**src/rtl/cfs_pkg.sv**
```systemverilog
package cfs_pkg;
    localparam int PC_W = 12;

    typedef logic [PC_W-1:0] pc_t;

    typedef struct packed {
        pc_t match_pc;
        pc_t dest_pc;
    } fe_t;

    typedef enum logic {
        ST_RUN  = 1'b0,
        ST_HANG = 1'b1
    } seq_st_e;
endpackage

```
**src/rtl/cfs_ring_stack.sv**
```systemverilog
module cfs_ring_stack
    import cfs_pkg::*;
#(
    parameter int DEPTH  = 4,
    parameter int MAXPOP = 1,
    localparam int PW = (DEPTH > 1) ? $clog2(DEPTH) : 1,
    localparam int CW = $clog2(DEPTH + 1),
    localparam int NW = $clog2(MAXPOP + 1)
) (
    input  logic                 clk,
    input  logic                 rst_n,
    input  logic                 en,
    input  logic                 push,
    input  fe_t                  push_ent,
    input  logic [NW-1:0]        pop_n,
    output fe_t [DEPTH-1:0]      view,
    output logic [CW-1:0]        depth
);
    // Ring storage: wr points at the next free slot, view[0] is the top.
    fe_t            mem [DEPTH];
    logic [PW-1:0]  wr;
    logic [CW-1:0]  cnt;
    logic [PW-1:0]  wr_after_pop;
    logic [CW-1:0]  cnt_after_pop;

    assign wr_after_pop  = wr - PW'(pop_n);
    assign cnt_after_pop = cnt - CW'(pop_n);
    assign depth         = cnt;

    for (genvar j = 0; j < DEPTH; j++) begin : g_view
        assign view[j] = mem[PW'(wr - PW'(j + 1))];
    end

    always_ff @(posedge clk) begin
        if (!rst_n) begin
            wr  <= '0;
            cnt <= '0;
        end else if (en) begin
            if (push) begin
                wr  <= wr_after_pop + PW'(1);
                cnt <= (cnt_after_pop == CW'(DEPTH)) ? CW'(DEPTH) : cnt_after_pop + CW'(1);
            end else begin
                wr  <= wr_after_pop;
                cnt <= cnt_after_pop;
            end
        end
    end

    // Storage carries no reset; a full ring overwrites its oldest slot.
    always_ff @(posedge clk) begin
        if (en && push) begin
            mem[wr_after_pop] <= push_ent;
        end
    end
endmodule

```
**src/rtl/cfs_call_chain.sv**
```systemverilog
module cfs_call_chain
    import cfs_pkg::*;
#(
    parameter int DEPTH   = 4,
    parameter int DROP_AT = 4,
    localparam int CW = $clog2(DEPTH + 1)
) (
    input  pc_t              inc_pc,
    input  fe_t [DEPTH-1:0]  view,
    input  logic [CW-1:0]    depth,
    output logic [CW-1:0]    pop_n,
    output pc_t              chain_pc
);
    pc_t  cur;
    pc_t  prev;
    int   n;
    logic live;

    always_comb begin
        cur  = inc_pc;
        prev = inc_pc;
        n    = 0;
        live = 1'b1;
        for (int j = 0; j < DEPTH; j++) begin
            if (live && (CW'(j) < depth) && (view[j].match_pc == cur)) begin
                prev = cur;
                cur  = view[j].dest_pc;
                n    = n + 1;
            end else begin
                live = 1'b0;
            end
        end
        pop_n    = CW'(n);
        // The last update of a chain of DROP_AT pops is lost.
        chain_pc = (n == DROP_AT) ? prev : cur;
    end
endmodule

```
**src/rtl/cfs_next_pc_arb.sv**
```systemverilog
module cfs_next_pc_arb
    import cfs_pkg::*;
(
    input  pc_t  inc_pc,
    input  logic loop_hit,
    input  pc_t  loop_pc,
    input  logic if_hit,
    input  pc_t  if_pc,
    input  logic call_hit,
    input  pc_t  call_pc,
    input  logic jmp_take,
    input  pc_t  jmp_pc,
    output pc_t  nxt_pc,
    output logic any_pop
);
    assign any_pop = loop_hit | if_hit | call_hit;

    always_comb begin
        if (loop_hit) begin
            nxt_pc = loop_pc;
        end else if (if_hit) begin
            nxt_pc = if_pc;
        end else if (call_hit) begin
            nxt_pc = call_pc;
        end else if (jmp_take) begin
            nxt_pc = jmp_pc;
        end else begin
            nxt_pc = inc_pc;
        end
    end
endmodule

```
**src/rtl/cfs_sequencer.sv**
```systemverilog
module cfs_sequencer
    import cfs_pkg::*;
#(
    parameter int  CALL_DEPTH = 4,
    parameter int  IF_DEPTH   = 8,
    parameter int  LOOP_DEPTH = 4,
    parameter int  CALL_DROP  = 4,
    parameter logic [PC_W-1:0] RESET_PC = '0,
    localparam int CCW = $clog2(CALL_DEPTH + 1),
    localparam int ICW = $clog2(IF_DEPTH + 1),
    localparam int LCW = $clog2(LOOP_DEPTH + 1)
) (
    input  logic             clk,
    input  logic             rst_n,
    input  logic             step,
    input  logic             push_call,
    input  logic [PC_W-1:0]  call_match,
    input  logic [PC_W-1:0]  call_dest,
    input  logic             push_if,
    input  logic [PC_W-1:0]  if_match,
    input  logic [PC_W-1:0]  if_dest,
    input  logic             push_loop,
    input  logic [PC_W-1:0]  loop_match,
    input  logic [PC_W-1:0]  loop_dest,
    input  logic             jmp_req,
    input  logic [PC_W-1:0]  jmp_tgt,
    input  logic             jmpc_req,
    input  logic             jmpc_bool,
    input  logic             jmpc_num0,
    input  logic             brk,
    output logic [PC_W-1:0]  pc,
    output logic [CCW-1:0]   call_depth,
    output logic [ICW-1:0]   if_depth,
    output logic [LCW-1:0]   loop_depth,
    output logic             hang
);
    seq_st_e st, st_nxt;

    pc_t  pc_q;
    pc_t  inc_pc;
    pc_t  nxt_pc;
    logic hang_trig;
    logic advance;
    logic jmp_take;
    logic any_pop;

    fe_t [CALL_DEPTH-1:0] call_view;
    fe_t [IF_DEPTH-1:0]   if_view;
    fe_t [LOOP_DEPTH-1:0] loop_view;

    logic [CCW-1:0] call_pop_n;
    pc_t            call_pc;
    logic           call_hit;
    logic           if_hit;
    logic           loop_match_hit;
    logic           loop_pop;
    pc_t            loop_pc;

    // ---------------- state register ----------------
    always_ff @(posedge clk) begin
        if (!rst_n) begin
            st <= ST_RUN;
        end else begin
            st <= st_nxt;
        end
    end

    always_comb begin
        st_nxt = st;
        unique case (st)
            ST_RUN:  st_nxt = hang_trig ? ST_HANG : ST_RUN;
            ST_HANG: st_nxt = ST_HANG;
            default: st_nxt = ST_RUN;
        endcase
    end

    // ---------------- outputs and step qualifiers ----------------
    always_comb begin
        hang      = (st == ST_HANG);
        hang_trig = (st == ST_RUN) && step && brk && (loop_depth == '0);
        advance   = (st == ST_RUN) && step && !hang_trig;
        pc        = pc_q;
    end

    assign inc_pc   = pc_q + PC_W'(1);
    assign jmp_take = jmp_req | (jmpc_req & (jmpc_bool ^ jmpc_num0));

    // ---------------- stack checks ----------------
    assign if_hit         = (if_depth != '0) && (if_view[0].match_pc == inc_pc);
    assign loop_match_hit = (loop_depth != '0) && (loop_view[0].match_pc == inc_pc);
    assign loop_pop       = (loop_depth != '0) && (brk || loop_match_hit);
    assign loop_pc        = brk ? (loop_view[0].match_pc + PC_W'(1)) : loop_view[0].dest_pc;
    assign call_hit       = (call_pop_n != '0);

    cfs_ring_stack #(.DEPTH(CALL_DEPTH), .MAXPOP(CALL_DEPTH)) u_call_stk (
        .clk      (clk),
        .rst_n    (rst_n),
        .en       (advance),
        .push     (push_call),
        .push_ent ({call_match, call_dest}),
        .pop_n    (call_pop_n),
        .view     (call_view),
        .depth    (call_depth)
    );

    cfs_ring_stack #(.DEPTH(IF_DEPTH), .MAXPOP(1)) u_if_stk (
        .clk      (clk),
        .rst_n    (rst_n),
        .en       (advance),
        .push     (push_if),
        .push_ent ({if_match, if_dest}),
        .pop_n    (if_hit),
        .view     (if_view),
        .depth    (if_depth)
    );

    cfs_ring_stack #(.DEPTH(LOOP_DEPTH), .MAXPOP(1)) u_loop_stk (
        .clk      (clk),
        .rst_n    (rst_n),
        .en       (advance),
        .push     (push_loop),
        .push_ent ({loop_match, loop_dest}),
        .pop_n    (loop_pop),
        .view     (loop_view),
        .depth    (loop_depth)
    );

    cfs_call_chain #(.DEPTH(CALL_DEPTH), .DROP_AT(CALL_DROP)) u_chain (
        .inc_pc   (inc_pc),
        .view     (call_view),
        .depth    (call_depth),
        .pop_n    (call_pop_n),
        .chain_pc (call_pc)
    );

    cfs_next_pc_arb u_arb (
        .inc_pc   (inc_pc),
        .loop_hit (loop_pop),
        .loop_pc  (loop_pc),
        .if_hit   (if_hit),
        .if_pc    (if_view[0].dest_pc),
        .call_hit (call_hit),
        .call_pc  (call_pc),
        .jmp_take (jmp_take),
        .jmp_pc   (jmp_tgt),
        .nxt_pc   (nxt_pc),
        .any_pop  (any_pop)
    );

    // ---------------- program counter ----------------
    always_ff @(posedge clk) begin
        if (!rst_n) begin
            pc_q <= RESET_PC;
        end else if (advance) begin
            pc_q <= nxt_pc;
        end
    end
endmodule

```
**config.mk**
```make
export PLATFORM = sky130hd
export DESIGN_NAME = cfs_sequencer
export DESIGN_NICKNAME = d
export VERILOG_FILES = /design/src/rtl/cfs_pkg.sv /design/src/rtl/cfs_ring_stack.sv /design/src/rtl/cfs_call_chain.sv /design/src/rtl/cfs_next_pc_arb.sv /design/src/rtl/cfs_sequencer.sv
export SDC_FILE = /design/constraint.sdc
export NUM_CORES = 1
export LEC_CHECK = 0
export CORE_MARGIN = 2
export CORE_UTILIZATION = 51
export DETAILED_ROUTE_END_ITERATION = 10
export DONT_BUFFER_PORTS = 1
export PLACE_DENSITY = 0.63
export SYNTH_ARGS = -nofsm -noshare
export SYNTH_HDL_FRONTEND = slang
export SYNTH_SLANG_ARGS = --single-unit
export TNS_END_PERCENT = 50
```
**constraint.sdc**
```tcl
create_clock -name clk -period 10.9 [get_ports clk]
set_input_delay 1.09 -clock clk [delete_from_list [all_inputs] [get_ports clk]]
set_output_delay 1.09 -clock clk [all_outputs]
set_load 0.05 [all_outputs]
```
# After elaboration in Yosys (flattened, before gate mapping)
# Memories as Yosys holds them, arrays and structs flattened. A register that Yosys moved wholly into a read port is not among the register bits.
# Index checks and enable logic that the tools add are counted.
[word_totals] register_bits=30 mem_bits_rw=384 in_bits=95 output_inout_bits=23 elab_cells=113 memories=3
[classes] n_addsub=22 magnitude_cmp=4 eq_ne=10 mux=39 n_bitwise=4 n_reduce_logical=23
[memory_table] memory="u_if_stk.mem" words=8 word_bits=24 read_ports=1 rd_ports_with_merged_regs=0 write_ports=1 line_no="cfs_ring_stack.sv:20" text="fe_t mem [DEPTH];"
[memory_table] memory="u_call_stk.mem" words=4 word_bits=24 read_ports=4 rd_ports_with_merged_regs=1 write_ports=1 line_no="cfs_ring_stack.sv:20"
[memory_table] memory="u_loop_stk.mem" words=4 word_bits=24 read_ports=1 rd_ports_with_merged_regs=0 write_ports=1 line_no="cfs_ring_stack.sv:20"
[ops] cell="$mux W12" n=13
[ops] cell="$mux W32" n=3
[ops] cell="$eq A12 B12 Y1" n=6
[ops] cell="$add A32 B2 Y32 const B" n=2
[ops] cell="$eq A32 B4 Y1 const B" n=1
[ops] cell="$add A12 B1 Y12 const B" n=2
[ops] cell="$logic_and A1 B1 Y1" n=17
[ops] cell="$mux W3" n=5
[ops] cell="$mux W1" n=11
[ops] cell="$add A3 B1 Y3 const B" n=3
[ops] cell="$mux W2" n=4
[ops] cell="$mux W4" n=2
[ops] cell="$eq A3 B3 Y1 const B" n=2
[ops] cell="$lt A1 B3 Y1 const A" n=2
[ops] cell="$lt A2 B3 Y1 const A" n=2
[ops] cell="$reduce_bool A3 Y1" n=2
[ops] cell="$sub A3 B1 Y3" n=2
[ops] cell="$add A2 B1 Y2 const B" n=2
[ops] cell="$add A4 B1 Y4 const B" n=1
[ops] cell="$eq A4 B4 Y1 const B" n=1
[ops] cell="$reduce_bool A4 Y1" n=1
[ops] cell="$sub A2 B1 Y2 const B" n=2
[ops] cell="$sub A2 B2 Y2 const B" n=2
[ops] cell="$sub A4 B1 Y4" n=1
[ops] cell="other kinds (13)" n=13

# Depth between registers and ports, before layout
# An unclocked memory read counts as a cell.
[depth] ltp_word=19 mapped_depth=29 depth_no_buf=24

# Cells and area by module
# A second synthesis with hierarchy kept.
[hier_totals] cells_unflattened=2144 hier_area_um2=29679.7
[modules_own_cells] module="cfs_ring_stack at u_if_stk" n_inst=1 cells_per_inst=1148 area_per_inst_um2=14624.0 seq_area_each_um2=5965.7
[modules_own_cells] module="cfs_ring_stack at u_call_stk" n_inst=1 cells_per_inst=266 area_per_inst_um2=5755.5 seq_area_each_um2=3022.9
[modules_own_cells] module="cfs_ring_stack at u_loop_stk" n_inst=1 cells_per_inst=262 area_per_inst_um2=5709.2 seq_area_each_um2=3022.9
[modules_own_cells] module="cfs_call_chain" n_inst=1 cells_per_inst=220 area_per_inst_um2=1649.1 seq_area_each_um2=0.0
[modules_own_cells] module="cfs_sequencer" n_inst=1 cells_per_inst=184 area_per_inst_um2=1408.9 seq_area_each_um2=260.2
[modules_own_cells] module="cfs_next_pc_arb" n_inst=1 cells_per_inst=64 area_per_inst_um2=533.0 seq_area_each_um2=0.0

# Worst setup path before layout
# OpenSTA, ideal clock, no wires.
[synth_timing] kind="flip-flop to flip-flop" startpoint="register u_if_stk.wr[0]" endpoint="memory u_if_stk.mem[3][0] in the netlist's numbering (enable)" setup_ps=435 t_arrival_ps=7589 t_required_ps=10465 slack_ps=2876 stages_incl_launch_ff=21 n_path_buf=8 period_less_slack_ps=8024 path_cell_list="dfxtp_1 > clkbuf_1 > buf_1 > clkbuf_1 > clkbuf_1 > buf_1 > inv_1 > ha_1 > clkbuf_1 > mux4_2 > mux2i_1 > xnor2_1 > nand4_1 > nor4_1 > nand4_1 > nor4_1 > clkbuf_1 > ha_1 > ha_1 > clkbuf_1 > nor3_1"
[synth_between] elab_chain_len=5
[synth_rtl] element="start, declared" line_no="cfs_ring_stack.sv:21" text="logic [PW-1:0] wr;"
[synth_rtl] element="start signal, assigned" line_no="cfs_ring_stack.sv:40" text="wr <= wr_after_pop + PW'(1);"
[synth_rtl] element="start signal, assigned" line_no="cfs_ring_stack.sv:43" text="wr <= wr_after_pop;"
[synth_rtl] element="$sub A3 B1 Y3" line_no="cfs_ring_stack.sv:31" text="assign view[j] = mem[PW'(wr - PW'(j + 1))];"
[synth_rtl] element="$mem_v2 Z8 W24"
[synth_rtl] element="$eq A12 B12 Y1" line_no="cfs_sequencer.sv:89" text="assign if_hit = (if_depth != '0) && (if_view[0].match_pc == inc_pc);"
[synth_rtl] element="$logic_and A1 B1 Y1" line_no="cfs_sequencer.sv:89"
[synth_rtl] element="$sub A3 B1 Y3 (*)" line_no="cfs_ring_stack.sv:26" text="assign wr_after_pop = wr - PW'(pop_n);"
[synth_rtl] element="end, declared" line_no="cfs_ring_stack.sv:20"
# Mark *: on every way between the ends. The rest lies on a longest branch, timed or not.

# Worst setup path in the final report
[layout_timing] startpoint="register u_call_stk.wr[0]" endpoint="register u_call_stk.cnt[2], in the netlist u_call_stk.depth[2]"
[layout_between] elab_chain_len=18 word_cells_on_any_way=33 classes_between="add/sub (8); eq/ne (5); mux (12); reduce/logical (7); memory (1)"
[layout_rtl] element="start, declared" line_no="cfs_ring_stack.sv:21"
[layout_rtl] element="start signal, assigned" line_no="cfs_ring_stack.sv:40"
[layout_rtl] element="start signal, assigned" line_no="cfs_ring_stack.sv:43"
[layout_rtl] element="$sub A2 B1 Y2" line_no="cfs_ring_stack.sv:31"
[layout_rtl] element="$mem_v2 Z4 W24 (*)"
[layout_rtl] element="branches (longest 11 deep; another with $add A32 B2 Y32)"
[layout_rtl] element="$mux W32 (*)" line_no="cfs_call_chain.sv:25" text="if (live && (CW'(j) < depth) && (view[j].match_pc == cur)) begin"
[layout_rtl] element="$sub A3 B3 Y3 (*)" line_no="cfs_ring_stack.sv:27" text="assign cnt_after_pop = cnt - CW'(pop_n);"
[layout_rtl] element="$add A3 B1 Y3 / $eq A3 B3 Y1 (equally long branches)" line_no="cfs_ring_stack.sv:41" text="cnt <= (cnt_after_pop == CW'(DEPTH)) ? CW'(DEPTH) : cnt_after_pop + CW'(1);"
[layout_rtl] element="$mux W3" line_no="cfs_ring_stack.sv:41"
[layout_rtl] element="$mux W3 (*)" line_no="cfs_ring_stack.sv:39" text="if (push) begin"
[layout_rtl] element="end signal, assigned" line_no="cfs_ring_stack.sv:41"
[layout_rtl] element="end signal, assigned" line_no="cfs_ring_stack.sv:44" text="cnt <= cnt_after_pop;"
[layout_rtl] element="end, declared" line_no="cfs_ring_stack.sv:22" text="logic [CW-1:0] cnt;"
# Mark *: on every way between the ends.
# A chain may end at the register's enable or synchronous reset.

==> metrics.md <==
| Metric | Value |
|---|---|
| Status | finished, final reports clean |
| Antenna-violating nets left | 0 |
| Yosys cell types | 76 |
| Total gr overflow | 0 |
| Post-CTS Setup Repair Bufs | 0 |
| DR DRC count | 0 |
| Power share of the clock group | 0.375 |
| Buffers & Inverters on Critical Path | 3 |
| Leakage | 7.47 nW |
| 1st-pass router iterations | 6 |
| Root Driver | clkbuf_16 |
| Initial antenna violation count | 2 |
| Synthesized Nets | 1525 |
| Clk sink count | 416 |
| Clock buffer depth | 3 |
| H-tree depth | 2 |
| Ranking of synthesized cells by area | edfxtp_1 55%, mux4_2 15%, mux2i_1 3.3%, dfxtp_1 3.0%, xnor2_1 2.6% |
| CTS resizes | 0 |
| TritonCTS clock tree | done |
| CTS clk-pin slew, worst paths | 0.06 ns |
| CP top delay family | simple AND/OR/NAND/NOR gates |
| Synthesized flop and latch total | 416 |
| Flop-to-flop setup slack | 2.54 ns |
| Slew HR | 0.200 |
| Switching Fraction | 0.262 |
| Fmax | 0.120 GHz |
| Post-Syn Area | 0.0211 sq mm |
| Clock skew | 0.0449 ns |
| Total CTS buffers | 44 |
| Top Ports | 118 |
| Post-layout min period | 8.36 ns |
| DR vias | 12500 |
| Top_reg_cell synth | edfxtp_1 |
| Layout cells sized above 1 | 0.208 |
| Clk Latency, worst-skew pair | 0.59 ns |
| Post-Synthesis Cells | 1400 |
| Int Power | 2.87 mW |
| All-layer global routing usage | 0.258 |
| Reg power frac | 0.480 |
| Peak VDD IR | 158 uV |
| Crit Path Max Fanout | 52 |
| NetSw | 1.02 mW |
| Critical path endpoint category | flop |
| Crit-path cells | buf_4 -> mux4_2 -> xor2_1 -> xnor2_1 -> nand4_1 -> or4_1 -> and3_1 -> nor3_4 -> ha_1 -> o211ai_1 -> nand4b_1 -> nor4_4 -> buf_4 -> xnor2_2 -> inv_1 -> ha_1 -> o31ai_1 -> fa_1 -> ha_1 -> nand2_1 -> nor2_1 -> nor3_1 -> mux2i_1 -> a41oi_1 |
| Wire per inst | 27.7 um |
| Worst-Margin Slew | 1.20 ns |
| PD cells | 167 mW/mm^2 |
| Vias in the first global route | 12500 |
| Top cell by count, worst path | ha_1 |
| Yosys top cell area share | 0.547 |
| Slowest-stage cell, CP | dfxtp_4 |
| Worst EP arrival | 8.85 ns |
| Crit start category | flop |
| Final worst-path cycle share | 0.767 |
| RSZ-0062 raised after global routing | false |
| Most common cell after layout, fill and taps aside | edfxtp_1 |
| Leading area contributor after synthesis | edfxtp_1 |
| First-pass GRT wire length | 81.9 mm |
| Die Area | 0.0429 sq mm |
| Commonest cells after routing, fill and taps aside | 384 x edfxtp_1, 142 x mux4_2, 85 x nand2_1 |
| Worst hold path class | reg -> reg |
| Starting DRT DRC Count | 1192 |
| # hold bufs at CTS | 0 |
| # setup viols final | 0 |
| Initial Utilization | 0.516 |
| Comb power frac | 0.145 |
| Ys Warns | 0 |
| Post-synthesis sequential area ratio | 0.578 |
| Critical path class | reg -> reg |
| Die height | 207 um |
| Max_cap viols | 0 |
| Largest net degree at the start of global routing | 53 |
| GPL Wtd Cong | 0.945 |
| Hold Worst Slack | 0.459 ns |
| Final setup TNS | 0 ns |
| # rows | 74 |
| Vias/cell | 6.34 |
| Ys async rst share | 0 |
| Final hold violations | 0 |
| Final WL | 54.7 mm |
| Slew Limit Fails | 0 |
| Post-synth EDFFs | 384 |
| Syn_area_per_cell | 15.0 sq um |
| WP data required | 11.39 ns |
| DP HPWL | 38.4 mm |
| Die width | 207 um |
| Slowest cell delay on critical path | 0.88 ns |
| Nets@finish | 1534 |
| Port Buffers | 0 |
| P&R area growth vs syn | 10.1% |
| Core ar. | 0.0408 sq mm |
-- stage by stage --
stage                     setup slack (ns)  utilization  total power, mW  cell area (sq um)  std cells
after floorplan                       2.88            -             2.29              21100       1400
after global placement                2.83        0.534             2.46              21800       1895
after detailed placement              2.58        0.534             2.46              21800       1895
after CTS                             2.50        0.568             3.92              23200       1973
after global routing                  2.02        0.568             4.02              23200       1973
final                                 2.54        0.568             3.88              23200       1975
-- worst paths after layout --
| check | from | to | cells past startpoint |
|---|---|---|---|
| max | u_call_stk.wr[0] | u_call_stk.depth[2] | 24 |
| min | u_if_stk.wr[1] | u_if_stk.wr[1] | 2 |
| max reg2reg | u_call_stk.wr[0] | u_call_stk.depth[2] | 24 |
| min reg2reg | u_if_stk.wr[1] | u_if_stk.wr[1] | 2 |
-- cells in the mapped netlist, types with 10 or more instances --
library cell,number
edfxtp_1,384
mux4_2,142
nand2_1,85
mux2i_1,69
nor2_1,62
xnor2_1,62
clkbuf_1,54
o21ai_0,49
a21oi_1,44
xor2_1,41
inv_1,34
nand3_1,33
dfxtp_1,32
ha_1,29
a211oi_1,21
and3_1,21
nand4_1,21
mux2_2,20
nor3_1,20
nor4_1,16
buf_1,15
and2_1,10
-- state kept, by name (all words and copies together), names as in the netlist, named ones only --
name / cells
u_loop_stk.wr: 2
u_call_stk.depth: 3
u_loop_stk.depth: 3
hang: 1
u_if_stk.mem: 192
u_loop_stk.mem: 96
u_call_stk.wr: 2
pc: 12
u_if_stk.wr: 3
u_if_stk.depth: 4
u_call_stk.mem: 96
-- logic make-up after synthesis --
| family | share of synthesized area |
|---|---|
| XOR/XNOR | 0.0508 |
| multiplexers | 0.198 |
| AO/OA/AOI/OAI | 0.0575 |
| AND/OR/NAND/NOR | 0.0759 |
| flip-flops | 0.578 |
| adder cells (fa/ha/maj) | 0.0182 |
| buffers and inverters | 0.0214 |
-- worst register-to-register path: stages (launching register included) --
cell and delay, ns:
dfxtp_4 0.88, buf_4 0.43, mux4_2 0.56, xor2_1 0.18
xnor2_1 0.31, nand4_1 0.39, or4_1 0.61, and3_1 0.36
nor3_4 0.37, ha_1 0.36, o211ai_1 0.17, nand4b_1 0.25
nor4_4 0.35, buf_4 0.36, xnor2_2 0.23, inv_1 0.09
ha_1 0.35, o31ai_1 0.60, fa_1 0.55, ha_1 0.21
nand2_1 0.11, nor2_1 0.06, nor3_1 0.14, mux2i_1 0.11
a41oi_1 0.22
-- per-layer routing --
metal / vias to the layer above / GRT usage / part of all wire
li1: 5595 / - / -
met1: 6431 / 0.362 / 0.42
met2: 399 / 0.400 / 0.47
met3: 92 / 0.0549 / 0.074
met4: 0 / 0.0963 / 0.036
met5: - / 0 / 0
-- final cells by class --
class,count,area (sq um)
flip-flops and latches,416,12200
repair buffers,42,315
clock inverters,23,253
well taps,532,666
fillers,3182,17600
inverters,35,131
clock buffers,55,1140
diodes,2,5.00
multi-input cells,870,8500
-- power groups by stage --
stage / Combinational (mW) / Sequential [mW] / Clock [mW]
3_5_place_dp: 0.560 / 1.90 / 0
3_3_place_gp: 0.559 / 1.90 / 0
2_1_floorplan: 0.425 / 1.86 / 0
6_report: 0.564 / 1.86 / 1.45
5_1_grt: 0.606 / 1.87 / 1.55
4_1_cts: 0.563 / 1.86 / 1.49
Note: power is estimated with default switching activity, not from simulation.
